===== src/rtl/dispctl_pkg.sv =====
package dispctl_pkg;
  localparam int unsigned REG_W = 32;

  localparam int unsigned OFS_CTRL = 'h00;
  localparam int unsigned OFS_TIM0 = 'h04;
  localparam int unsigned OFS_TIM1 = 'h08;
  localparam int unsigned OFS_TIM2 = 'h0C;
  localparam int unsigned OFS_STAT = 'h10;
  localparam int unsigned OFS_SUBP = 'h14;

  localparam logic [REG_W-1:0] CTRL_KEEP = 32'h01CF_F300;
  localparam logic [REG_W-1:0] CTRL_ONES = 32'hFE00_0C34;
  localparam logic [REG_W-1:0] TIM0_ONES = 32'h0000_000F;
  localparam logic [REG_W-1:0] TIM2_ONES = 32'hFC00_0000;
  localparam logic [REG_W-1:0] SUBP_MASK = 32'hA1FF_FFFF;

  localparam int unsigned B_EN     = 0;
  localparam int unsigned B_MONO   = 1;
  localparam int unsigned B_IE     = 3;
  localparam int unsigned B_TFT    = 7;
  localparam int unsigned B_MODE   = 20;
  localparam int unsigned B_TFT_HI = 23;
  localparam int unsigned B_S_FRM  = 0;
  localparam int unsigned B_S_SYN  = 2;
  localparam int unsigned B_S_PAL  = 6;

  localparam logic [1:0] MODE_PAL_ONLY = 2'd1;

  typedef struct packed {
    logic [1:0] mode;
    logic       tft;
    logic [1:0] ie;    // [0] frame, [1] palette
    logic       mono;
    logic       en;
  } ctrl_t;

  typedef struct packed {
    logic pal;
    logic sync;
    logic frame;
  } stat_t;
endpackage


===== src/rtl/dispctl_stat.sv =====
module dispctl_stat
  import dispctl_pkg::*;
(
  input  logic       clk_i,
  input  logic       rst_ni,
  input  logic       pal_ev_i,
  input  logic       frame_ev_i,
  input  logic       sync_ev_i,
  input  logic       en_set_i,
  input  logic       en_clr_i,
  input  logic       frame_on_stop_i,
  input  logic [1:0] ie_i,
  output stat_t      stat_o,
  output logic       irq_o
);
  stat_t st_q, st_n;
  logic  irq_q;

  // event sets take priority over start/stop clears
  always_comb begin
    st_n.frame = frame_ev_i | (st_q.frame & ~en_set_i) | (en_clr_i & frame_on_stop_i);
    st_n.pal   = pal_ev_i   | (st_q.pal   & ~en_set_i);
    st_n.sync  = sync_ev_i  | (st_q.sync  & ~en_clr_i);
  end

  always_ff @(posedge clk_i or negedge rst_ni) begin
    if (!rst_ni) begin
      st_q  <= '0;
      irq_q <= 1'b0;
    end else begin
      st_q  <= st_n;
      irq_q <= (st_q.frame & ie_i[0]) | (st_q.pal & ie_i[1]) | st_q.sync;
    end
  end

  assign stat_o = st_q;
  assign irq_o  = irq_q;

  p_sync_irq_r7: assert property (@(posedge clk_i) disable iff (!rst_ni)
    st_q.sync |=> irq_o);
  p_irq_quiet_r7: assert property (@(posedge clk_i) disable iff (!rst_ni)
    (!(st_q.frame && ie_i[0]) && !(st_q.pal && ie_i[1]) && !st_q.sync) |=> !irq_o);
  p_stop_clears_sync_r8: assert property (@(posedge clk_i) disable iff (!rst_ni)
    (en_clr_i && !sync_ev_i) |=> !stat_o.sync);
  p_start_clears_r9: assert property (@(posedge clk_i) disable iff (!rst_ni)
    (en_set_i && !frame_ev_i && !pal_ev_i) |=> (!stat_o.frame && !stat_o.pal));
  p_set_wins_r10: assert property (@(posedge clk_i) disable iff (!rst_ni)
    (frame_ev_i || pal_ev_i || sync_ev_i) |=>
      ((stat_o.frame || !$past(frame_ev_i)) && (stat_o.pal || !$past(pal_ev_i)) &&
       (stat_o.sync || !$past(sync_ev_i))));
endmodule


===== src/rtl/dispctl_cfg.sv =====
module dispctl_cfg
  import dispctl_pkg::*;
#(
  parameter int unsigned ADDR_W = 8,
  parameter int unsigned DIM_W  = 10
) (
  input  logic              clk_i,
  input  logic              rst_ni,
  input  logic              wr_i,
  input  logic [ADDR_W-1:0] addr_i,
  input  logic [REG_W-1:0]  wdata_i,
  input  stat_t             stat_i,
  output logic [REG_W-1:0]  rdata_o,
  output ctrl_t             ctrl_o,
  output logic [DIM_W:0]    width_o,
  output logic [DIM_W:0]    height_o,
  output logic              en_set_o,
  output logic              en_clr_o,
  output logic              frame_on_stop_o,
  output logic              en_rise_o,
  output logic              en_fall_o
);
  localparam int unsigned UP_W = REG_W - DIM_W;
  localparam int unsigned SZ_W = DIM_W + 1;

  logic sel_ctrl, sel_tim2, sel_stat, sel_subp;
  logic [1:0] sel_tim;

  assign sel_ctrl   = addr_i == ADDR_W'(OFS_CTRL);
  assign sel_tim[0] = addr_i == ADDR_W'(OFS_TIM0);
  assign sel_tim[1] = addr_i == ADDR_W'(OFS_TIM1);
  assign sel_tim2   = addr_i == ADDR_W'(OFS_TIM2);
  assign sel_stat   = addr_i == ADDR_W'(OFS_STAT);
  assign sel_subp   = addr_i == ADDR_W'(OFS_SUBP);

  ctrl_t            ctrl_q;
  logic [REG_W-1:0] keep_q, tim2_q, subp_q;
  logic             rise_q, fall_q;
  logic [UP_W-1:0]  up_q   [2];
  logic [SZ_W-1:0]  size_q [2];
  logic [REG_W-1:0] tim_rd [2];

  logic wr_ctrl;
  assign wr_ctrl         = wr_i && sel_ctrl;
  assign en_set_o        = wr_ctrl &&  wdata_i[B_EN] && !ctrl_q.en;
  assign en_clr_o        = wr_ctrl && !wdata_i[B_EN] &&  ctrl_q.en;
  assign frame_on_stop_o = wdata_i[B_MODE+1:B_MODE] != MODE_PAL_ONLY;

  always_ff @(posedge clk_i or negedge rst_ni) begin
    if (!rst_ni) begin
      ctrl_q <= '0;
      keep_q <= '0;
      tim2_q <= '0;
      subp_q <= '0;
      rise_q <= 1'b0;
      fall_q <= 1'b0;
    end else begin
      rise_q <= en_set_o;
      fall_q <= en_clr_o;
      if (wr_ctrl) begin
        ctrl_q.mode <= wdata_i[B_MODE+1:B_MODE];
        ctrl_q.tft  <= wdata_i[B_TFT];
        ctrl_q.ie   <= wdata_i[B_IE+1:B_IE];
        ctrl_q.mono <= wdata_i[B_MONO];
        ctrl_q.en   <= wdata_i[B_EN];
        keep_q      <= wdata_i & CTRL_KEEP;
      end
      if (wr_i && sel_tim2) tim2_q <= wdata_i;
      if (wr_i && sel_subp) subp_q <= wdata_i & SUBP_MASK;
    end
  end

  // timing0 / timing1: stored size is field + 1, read back as size - 1
  for (genvar g = 0; g < 2; g++) begin : g_dim
    logic [SZ_W-1:0] size_m1;
    always_ff @(posedge clk_i or negedge rst_ni) begin
      if (!rst_ni) begin
        up_q[g]   <= '0;
        size_q[g] <= '0;
      end else if (wr_i && sel_tim[g]) begin
        up_q[g]   <= wdata_i[REG_W-1:DIM_W];
        size_q[g] <= SZ_W'(wdata_i[DIM_W-1:0]) + SZ_W'(1);
      end
    end
    assign size_m1   = size_q[g] - SZ_W'(1);
    assign tim_rd[g] = {up_q[g], size_m1[DIM_W-1:0]} | ((g == 0) ? TIM0_ONES : '0);
  end

  logic [REG_W-1:0] ctrl_rd, stat_rd;
  always_comb begin
    ctrl_rd = CTRL_ONES | keep_q;
    ctrl_rd[B_TFT_HI]          = ctrl_q.tft;
    ctrl_rd[B_MODE+1:B_MODE]   = ctrl_q.mode;
    ctrl_rd[B_TFT]             = ctrl_q.tft;
    ctrl_rd[B_IE+1:B_IE]       = ctrl_q.ie;
    ctrl_rd[B_MONO]            = ctrl_q.mono;
    ctrl_rd[B_EN]              = ctrl_q.en;
    ctrl_rd = ctrl_rd | CTRL_ONES | keep_q;
    stat_rd          = '0;
    stat_rd[B_S_PAL] = stat_i.pal;
    stat_rd[B_S_SYN] = stat_i.sync;
    stat_rd[B_S_FRM] = stat_i.frame;
  end

  always_comb begin
    rdata_o = '0;
    if (sel_ctrl)   rdata_o = ctrl_rd;
    if (sel_tim[0]) rdata_o = tim_rd[0];
    if (sel_tim[1]) rdata_o = tim_rd[1];
    if (sel_tim2)   rdata_o = tim2_q | TIM2_ONES;
    if (sel_stat)   rdata_o = stat_rd;
    if (sel_subp)   rdata_o = subp_q;
  end

  assign ctrl_o    = ctrl_q;
  assign width_o   = size_q[0];
  assign height_o  = size_q[1];
  assign en_rise_o = rise_q;
  assign en_fall_o = fall_q;

  p_start_pulse_r9: assert property (@(posedge clk_i) disable iff (!rst_ni)
    $rose(ctrl_q.en) |-> en_rise_o);
  p_stop_pulse_r8: assert property (@(posedge clk_i) disable iff (!rst_ni)
    $fell(ctrl_q.en) |-> en_fall_o);
  p_width_nonzero_r3: assert property (@(posedge clk_i) disable iff (!rst_ni)
    (wr_i && sel_tim[0]) |=> (width_o != '0));
  p_status_ro_r5: assert property (@(posedge clk_i) disable iff (!rst_ni)
    (wr_i && sel_stat) |=> ($stable(ctrl_q) && $stable(tim2_q) && $stable(subp_q)));
endmodule


===== src/rtl/dispctl_regs.sv =====
module dispctl_regs
  import dispctl_pkg::*;
#(
  parameter int unsigned ADDR_W = 8,
  parameter int unsigned DIM_W  = 10
) (
  input  logic              clk_i,
  input  logic              rst_ni,
  input  logic              wr_i,
  input  logic [ADDR_W-1:0] addr_i,
  input  logic [31:0]       wdata_i,
  output logic [31:0]       rdata_o,
  input  logic              pal_done_i,
  input  logic              frame_done_i,
  input  logic              sync_err_i,
  output logic              en_o,
  output logic              en_rise_o,
  output logic              en_fall_o,
  output logic [1:0]        mode_o,
  output logic              tft_o,
  output logic              mono_o,
  output logic [DIM_W:0]    width_o,
  output logic [DIM_W:0]    height_o,
  output logic              irq_o
);
  ctrl_t ctrl;
  stat_t stat;
  logic  en_set, en_clr, frame_on_stop;

  dispctl_cfg #(.ADDR_W(ADDR_W), .DIM_W(DIM_W)) u_cfg (
    .clk_i           (clk_i),
    .rst_ni          (rst_ni),
    .wr_i            (wr_i),
    .addr_i          (addr_i),
    .wdata_i         (wdata_i),
    .stat_i          (stat),
    .rdata_o         (rdata_o),
    .ctrl_o          (ctrl),
    .width_o         (width_o),
    .height_o        (height_o),
    .en_set_o        (en_set),
    .en_clr_o        (en_clr),
    .frame_on_stop_o (frame_on_stop),
    .en_rise_o       (en_rise_o),
    .en_fall_o       (en_fall_o)
  );

  dispctl_stat u_stat (
    .clk_i           (clk_i),
    .rst_ni          (rst_ni),
    .pal_ev_i        (pal_done_i),
    .frame_ev_i      (frame_done_i),
    .sync_ev_i       (sync_err_i),
    .en_set_i        (en_set),
    .en_clr_i        (en_clr),
    .frame_on_stop_i (frame_on_stop),
    .ie_i            (ctrl.ie),
    .stat_o          (stat),
    .irq_o           (irq_o)
  );

  assign en_o   = ctrl.en;
  assign mode_o = ctrl.mode;
  assign tft_o  = ctrl.tft;
  assign mono_o = ctrl.mono;

  p_rst_irq_low_r1: assert property (@(posedge clk_i) disable iff (!rst_ni)
    $rose(rst_ni) |-> !irq_o);
  p_pulse_excl_r9: assert property (@(posedge clk_i) disable iff (!rst_ni)
    !(en_rise_o && en_fall_o));
endmodule


===== config.mk =====
export PLATFORM = sky130hd
export DESIGN_NAME = dispctl_regs
export DESIGN_NICKNAME = d
export VERILOG_FILES = /design/src/rtl/dispctl_pkg.sv /design/src/rtl/dispctl_stat.sv /design/src/rtl/dispctl_cfg.sv /design/src/rtl/dispctl_regs.sv
export SDC_FILE = /design/constraint.sdc
export NUM_CORES = 1
export LEC_CHECK = 0
export CAP_MARGIN = 10
export CORE_MARGIN = 2
export CORE_UTILIZATION = 50
export CTS_CLUSTER_SIZE = 25
export DETAILED_ROUTE_END_ITERATION = 16
export PLACE_DENSITY = 0.72
export SLEW_MARGIN = 15
export SYNTH_ARGS = -nofsm -noshare
export SYNTH_HDL_FRONTEND = slang
export SYNTH_SLANG_ARGS = --single-unit

===== constraint.sdc =====
create_clock -name clk_i -period 4.55 [get_ports clk_i]
set_clock_uncertainty 0.15 [all_clocks]
set_input_delay 0.455 -clock clk_i [delete_from_list [all_inputs] [get_ports clk_i]]
set_output_delay 0.455 -clock clk_i [all_outputs]
set_load 0.05 [all_outputs]

### Word level (Yosys, flattened, before mapping)

Index checks and enable logic that the tools add are counted.

| storage, ports and cells | value |
|---|---|
| register bits | 145 |
| input port bits | 46 |
| word-level logic and storage cells | 60 |

| cells by class | value |
|---|---|
| add/sub/neg operators | 3 |
| eq/ne operators | 6 |
| multiplexer cells | 6 |
| bitwise operators | 15 |
| reductions and logical operators | 12 |

Operators by type and width:

| kind | count |
|---|---|
| 32-bit 2-to-1 mux | 6 |
| 32-bit by 25-bit OR with 32-bit output | 1 |
| 10-bit by 1-bit subtractor with 10-bit output, second input constant | 2 |
| 8-bit by 4-bit equality test with 1-bit output, second input constant | 2 |
| 8-bit by 5-bit equality test with 1-bit output, second input constant | 2 |
| 10-bit by 1-bit adder with 11-bit output, second input constant | 1 |
| 1-bit logical AND | 9 |
| 8-bit by 3-bit equality test with 1-bit output, second input constant | 1 |
| 8-bit zero test | 1 |
| 1-bit AND | 6 |
| 1-bit OR | 6 |
| 1-bit zero test | 2 |
| 2-bit by 1-bit inequality test with 1-bit output, second input constant | 1 |
| 1-bit inverter | 2 |

### Longest topological paths before layout

| logic depth | value |
|---|---|
| depth in word-level cells | 8 |
| depth in mapped cells | 8 |
| depth with buffers taken out | 6 |

### Hierarchy

Synthesis repeated with hierarchy kept, for this count alone.

| unflattened totals | value |
|---|---|
| cell total of the unflattened synthesis | 535 |
| area total of the unflattened synthesis | 6,871.6 µm² |

Modules (own cells, without submodules):

| module | times used | cells each | area each (µm²) | seq. area each (µm²) |
|---|---|---|---|---|
| dispctl_cfg | 1 | 525 | 6,727.7 | 3,528.4 |
| dispctl_stat | 1 | 10 | 143.9 | 100.1 |

### Least setup slack after synthesis

No wires, ideal clock.

| path | value |
|---|---|
| kind | register to output |
| start point | register u_cfg.size_q (netlist bit u_cfg.height_o[5]) |
| end point | output rdata_o[6] |
| arrival | 3.155 ns |
| data required time | 3.945 ns |
| setup slack | 0.790 ns |
| stages on the path, launching flop included | 5 |
| path buffers | 0 |
| cell sequence | dfrtp_1 nor4_2 nand3b_1 nor3b_1 o311ai_0 |

| on the way | value |
|---|---|
| word-level cells in the longest chain between the ends | 5 |

RTL lines:

| item | line | RTL |
|---|---|---|
| start, declared | dispctl_cfg.sv:40 | `logic [SZ_W-1:0] size_q [2];` |
| start signal, assigned by index | dispctl_cfg.sv:82 | `size_q[g] <= SZ_W'(wdata_i[DIM_W-1:0]) + SZ_W'(1);` |
| 10-bit by 1-bit subtractor with 10-bit output | dispctl_cfg.sv:85 | `assign size_m1 = size_q[g] - SZ_W'(1);` |
| 32-bit 2-to-1 mux | dispctl_cfg.sv:109 | `if (sel_tim[1]) rdata_o = tim_rd[1];` |
| 32-bit 2-to-1 mux | dispctl_cfg.sv:110 | `if (sel_tim2) rdata_o = tim2_q \| TIM2_ONES;` |
| 32-bit 2-to-1 mux | dispctl_cfg.sv:111 | `if (sel_stat) rdata_o = stat_rd;` |
| 32-bit 2-to-1 mux | dispctl_cfg.sv:112 | `if (sel_subp) rdata_o = subp_q;` |
| end, declared | dispctl_regs.sv:12 | `output logic [31:0] rdata_o,` |

No other way between the ends.

### Worst setup path after layout

| path | value |
|---|---|
| start point | input addr_i[3] |
| end point | output rdata_o[7] |

| on the way | value |
|---|---|
| word-level cells in the longest chain between the ends | 7 |
| elaborated cells between the ends (all ways) | 12 |

RTL lines:

| item | line | RTL |
|---|---|---|
| start, declared | dispctl_regs.sv:10 | `input logic [ADDR_W-1:0] addr_i,` |
| 8-bit zero test | dispctl_cfg.sv:29 | `assign sel_ctrl = addr_i == ADDR_W'(OFS_CTRL);` |
| 32-bit 2-to-1 mux | dispctl_cfg.sv:107 | `if (sel_ctrl) rdata_o = ctrl_rd;` |
| 32-bit 2-to-1 mux | dispctl_cfg.sv:108 | `if (sel_tim[0]) rdata_o = tim_rd[0];` |
| 32-bit 2-to-1 mux | dispctl_cfg.sv:109 |  |
| 32-bit 2-to-1 mux | dispctl_cfg.sv:110 |  |
| 32-bit 2-to-1 mux | dispctl_cfg.sv:111 |  |
| 32-bit 2-to-1 mux * | dispctl_cfg.sv:112 |  |

Every way passes the cells marked *; elsewhere a longest branch is shown, timed or not.

==> impl_metrics.xml <==
<?xml version="1.0" encoding="UTF-8"?>
<metrics>
  <group name="run_status">
    <metric name="result_of_the_run" unit="">complete, but fails checks</metric>
    <metric name="violated_checks" unit="">hold timing</metric>
  </group>
  <group name="worst_setup_path">
    <metric name="cpLargestDelayFamily" unit="">simple AND/OR/NAND/NOR gates</metric>
    <metric name="critPathMaxStageDelay" unit="ns">0.88</metric>
    <metric name="timing.critical_path.buf_inv" unit="">2</metric>
    <metric name="critical_path.startpoint" unit="">addr_i[3]</metric>
    <metric name="critical_path.max_fanout" unit="">18</metric>
    <metric name="worstReg2RegEnd" unit="">u_stat.stat_o[1]</metric>
    <metric name="timing.setup.critical_path_class" unit="">primary input to primary output</metric>
    <metric name="cp_slowest_cell" unit="">sky130_fd_sc_hd__or4b_2</metric>
    <metric name="critPathCaptureType" unit="">primary output</metric>
    <metric name="worstRegToRegCells" unit="">2</metric>
    <metric name="cp-start-kind" unit="">primary input</metric>
    <metric name="crit_path_capture" unit="">rdata_o[7]</metric>
    <metric name="timing.critical_path.cells" unit="">clkdlybuf4s50_1, or4b_2, nor2_1, o21ai_0, a32oi_1, buf_12</metric>
    <metric name="worstReg2RegStart" unit="">u_cfg.ctrl_o[0]</metric>
    <metric name="cp.depth" unit="">6</metric>
    <metric name="cp_data_arrival_time" unit="ns">3.06</metric>
    <metric name="regToRegSetupSlack" unit="ns">3.41</metric>
    <metric name="cp.required" unit="ns">3.94</metric>
  </group>
  <group name="placed_design">
    <metric name="gp_congestion" unit="">0.9073</metric>
    <metric name="detailedPlace.worstSlack" unit="ns">0.9268</metric>
    <metric name="dpl.cell_count" unit="">813</metric>
    <metric name="postPlaceCellArea" unit="sq um">8478</metric>
    <metric name="place.detailed.hpwl" unit="um">12400</metric>
    <metric name="place.port_buffers" unit="">107</metric>
  </group>
  <group name="layout">
    <metric name="layout_cell_share_with_drive_strength_beyond_1" unit="%">33.23</metric>
    <metric name="layout.cells.non_filler" unit="">845</metric>
    <metric name="final_core_util" unit="%">66.10</metric>
    <metric name="antenna-diode-count" unit="">0</metric>
    <metric name="layout.nets" unit="">700</metric>
    <metric name="areaGrowthSynthToFinish" unit="%">29.81</metric>
    <metric name="layout.cell_area.non_filler" unit="sq um">9104</metric>
  </group>
  <group name="cts">
    <metric name="cts_post_setup_buffers_inserted" unit="">0</metric>
    <metric name="number_of_buffers_created_by_cts" unit="">17</metric>
    <metric name="worst_case_clock_buffer_depth" unit="">2</metric>
    <metric name="clock_latency" unit="ns">0.42</metric>
    <metric name="cts-root-buf" unit="">sky130_fd_sc_hd__clkbuf_16</metric>
    <metric name="cts.htree.levels" unit="">4</metric>
    <metric name="postCtsHoldBufs" unit="">0</metric>
    <metric name="tritoncts" unit="">done</metric>
    <metric name="cts_num_sinks" unit="">145</metric>
    <metric name="cts.reportedPaths.clkPinSlew" unit="ns">0.06</metric>
    <metric name="cts_resized" unit="">0</metric>
  </group>
  <group name="grt">
    <metric name="grt_max_degree" unit="">112</metric>
    <metric name="initial_antenna_violation_count" unit="">0</metric>
    <metric name="overflow" unit="">0</metric>
    <metric name="grt_use_total" unit="%">25.35</metric>
    <metric name="wire_length_of_the_first_global_routing_pass" unit="um">28340</metric>
    <metric name="first_global_vias" unit="">5294</metric>
  </group>
  <group name="detailed_routing">
    <metric name="post-route-drc-count" unit="">0</metric>
    <metric name="number_of_drc_violations_after_detailed_routing_iteration_0" unit="">352</metric>
    <metric name="routed_wire_length_per_instance" unit="um">20.98</metric>
    <metric name="average_vias_per_placed_instance" unit="">5.935</metric>
    <metric name="antenna_left" unit="">0</metric>
    <metric name="vias" unit="">5015</metric>
    <metric name="dr.pass1.iters" unit="">5</metric>
    <metric name="postRouteWirelength" unit="um">17730</metric>
  </group>
  <group name="yosys">
    <metric name="synth-adder-area-share" unit="%">0.3568</metric>
    <metric name="yosys.area.top_type_share" unit="%">51.74</metric>
    <metric name="synth_top_flop_cell" unit="">sky130_fd_sc_hd__dfrtp_1</metric>
    <metric name="postSynthRegisterBits" unit="">145</metric>
    <metric name="yosys-top-cells-area" unit="">sky130_fd_sc_hd__dfrtp_1, sky130_fd_sc_hd__mux2_2, sky130_fd_sc_hd__mux2_4</metric>
    <metric name="synth-compound-area-share" unit="%">8.492</metric>
    <metric name="synth-simple-area-share" unit="%">9.563</metric>
    <metric name="avgSynthCellArea" unit="sq um">12.77</metric>
    <metric name="synth.area.mux_share" unit="%">25.53</metric>
    <metric name="asyncSetResetFlopFracSynth" unit="%">100.0</metric>
    <metric name="synth_edf_count" unit="">0</metric>
    <metric name="yosysSeqAreaShare" unit="%">51.74</metric>
    <metric name="count_of_synthesis_stage_warnings_from_yosys" unit="">0</metric>
    <metric name="synthesis.area" unit="sq um">7013</metric>
    <metric name="synthXorXnorAreaFrac" unit="%">1.499</metric>
    <metric name="synth_top_cell_by_area" unit="">sky130_fd_sc_hd__dfrtp_1</metric>
    <metric name="synth_top_family_by_area" unit="">multiplexers</metric>
    <metric name="postSynthCellCount" unit="">549</metric>
    <metric name="post_synth_num_cell_types" unit="">60</metric>
    <metric name="syn-num-nets" unit="">597</metric>
  </group>
  <group name="timing">
    <metric name="timing.final.max_slew_violations" unit="">0</metric>
    <metric name="final_hold_viol_count" unit="">15</metric>
    <metric name="worst_hold_slack" unit="ns">-0.03351</metric>
    <metric name="rsz0062_at_grt" unit="">no</metric>
    <metric name="final_min_period_over_clock_period" unit="%">80.60</metric>
    <metric name="timing.fmax" unit="MHz">272.7</metric>
    <metric name="final_setup_margin" unit="ns">0.8825</metric>
    <metric name="final-setup-viol-count" unit="">0</metric>
    <metric name="setup-tns-final" unit="ns">0</metric>
    <metric name="min_tclk_post_route" unit="ns">3.667</metric>
    <metric name="relSlewSlack" unit="%">32.42</metric>
    <metric name="worstMarginPinSlew" unit="ns">1.014</metric>
  </group>
  <group name="floorplan">
    <metric name="core.rowCount" unit="">43</metric>
    <metric name="num_io_pins" unit="">108</metric>
    <metric name="die_width" unit="um">122.4</metric>
    <metric name="floorplan.initialDensity" unit="%">50.92</metric>
    <metric name="fp.coreArea" unit="sq um">13770</metric>
    <metric name="chipHeight" unit="um">122.4</metric>
    <metric name="die-area" unit="sq um">14990</metric>
  </group>
  <group name="run">
    <metric name="maxCapViolations" unit="">0</metric>
  </group>
  <group name="power">
    <metric name="worst_ir_drop_vdd" unit="V">0.0002903</metric>
    <metric name="powerDensity" unit="nW/um^2">352.5</metric>
    <metric name="total_leakage_power" unit="nW">4.250</metric>
  </group>
  <group name="worst_hold_path">
    <metric name="hp-class" unit="">primary input to async pin</metric>
  </group>
</metrics>
==> power by group <==
part,switching [mW],internal (mW),total [mW]
Combinational,0.188,0.158,0.346
Clock,0.540,0.932,1.47
Sequential,0.0430,1.35,1.39
==> flip-flops by register name (all words and copies together), names as in the netlist <==
name / count
u_cfg.en_fall_o: 1
u_cfg.subp_q: 27
u_cfg.ctrl_o: 7
u_stat.irq_o: 1
u_cfg.tim2_q: 26
u_cfg.keep_q: 13
u_cfg.en_rise_o: 1
u_stat.stat_o: 3
u_cfg.width_o: 11
u_cfg.height_o: 11
u_cfg.tim_rd: 44
==> area by class of cell <==
| class | instances | area (sq um) |
|---|---|---|
| Fill cell | 1049 | 4669 |
| Clock buffer | 19 | 442.9 |
| Sequential cell | 145 | 3628 |
| Multi-Input combinational cell | 361 | 3192 |
| Timing Repair Buffer | 121 | 1410 |
| Clock inverter | 13 | 182.7 |
| Inverter | 6 | 22.52 |
| Tap cell | 180 | 225.2 |
==> worst reg2reg max path, delay by kind of cell (launching register included) <==
family	cells	cell delay [ns]
AO/OA/AOI/OAI	1	0.09
flip-flops	1	0.49
AND/OR/NAND/NOR	1	0.29
==> cell families (layout without fill, tap and decap cells) <==
group,Yosys count,in the layout
buffers and inverters,43,159
XOR/XNOR,12,12
AO/OA/AOI/OAI,88,88
multiplexers,140,140
AND/OR/NAND/NOR,119,119
flip-flops,145,145
adder cells (fa/ha/maj),2,2
==> cell usage in the layout (no fill, tap or decap), drive strengths merged, types with 8 or more instances in the layout <==
| cell type | instances |
|---|---|
| mux4 | 13 |
| mux2 | 121 |
| nand2 | 39 |
| nand3 | 11 |
| clkdlybuf4s50 | 75 |
| clkbuf | 19 |
| buf | 46 |
| a22o | 14 |
| dfrtp | 145 |
| o21ai | 35 |
| xor2 | 9 |
| nor3 | 8 |
| nor2 | 14 |
==> synth_stat cells, drive strengths merged (2+ instances only) <==
cell type / instances
mux2i: 6
mux2: 121
or4b: 2
a221o: 2
nand3b: 2
o21a: 2
a211oi: 3
o22ai: 7
and3: 6
or4: 5
nand2b: 5
xnor2: 3
and2: 2
mux4: 13
nor3b: 7
o311ai: 2
nor4: 4
nor3: 8
ha: 2
nor2b: 2
inv: 5
or2: 2
nor2: 14
nand2: 39
o21bai: 3
nand4: 7
buf: 19
dfrtp: 145
a32oi: 2
o31a: 2
o211ai: 4
clkbuf: 18
o21ai: 35
xor2: 9
a21oi: 3
and4: 2
nand3: 11
a22o: 14
==> how the worst min path moves through the flow <==
stage / end / slack [ns] / cells past startpoint
CTS: u_cfg.tim_rd[44] / 0.06 / 1
finish: u_cfg.keep_q[12] / -0.03 / 1
detailed placement: u_cfg.keep_q[23] / 0.34 / 1
global route: u_cfg.tim_rd[44] / 0.11 / 1
floorplan: u_cfg.ctrl_o[0] / 0.009 / 0
global placement: u_cfg.width_o[2] / 0.33 / 2
==> stage by stage <==
step | total power [mW] | hold WS (ns)
2_1_floorplan | 1.601 | 0.009409
3_3_place_gp | 1.747 | 0.3291
3_5_place_dp | 1.759 | 0.3377
4_1_cts | 3.233 | 0.05709
5_1_grt | 3.320 | 0.1050
6_report | 3.209 | -0.03351
==> per-layer routing <==
metal | share of wire, % | vias up | GRT usage [%]
met2 | 47 | 190 | 39.65
met4 | 2.4 | 0 | 9.626
met1 | 44 | 2545 | 34.24
met3 | 6.2 | 35 | 6.459
li1 | - | 2245 | -
met5 | 0 | - | 0
No activity file was read; power rests on OpenSTA's default activity.
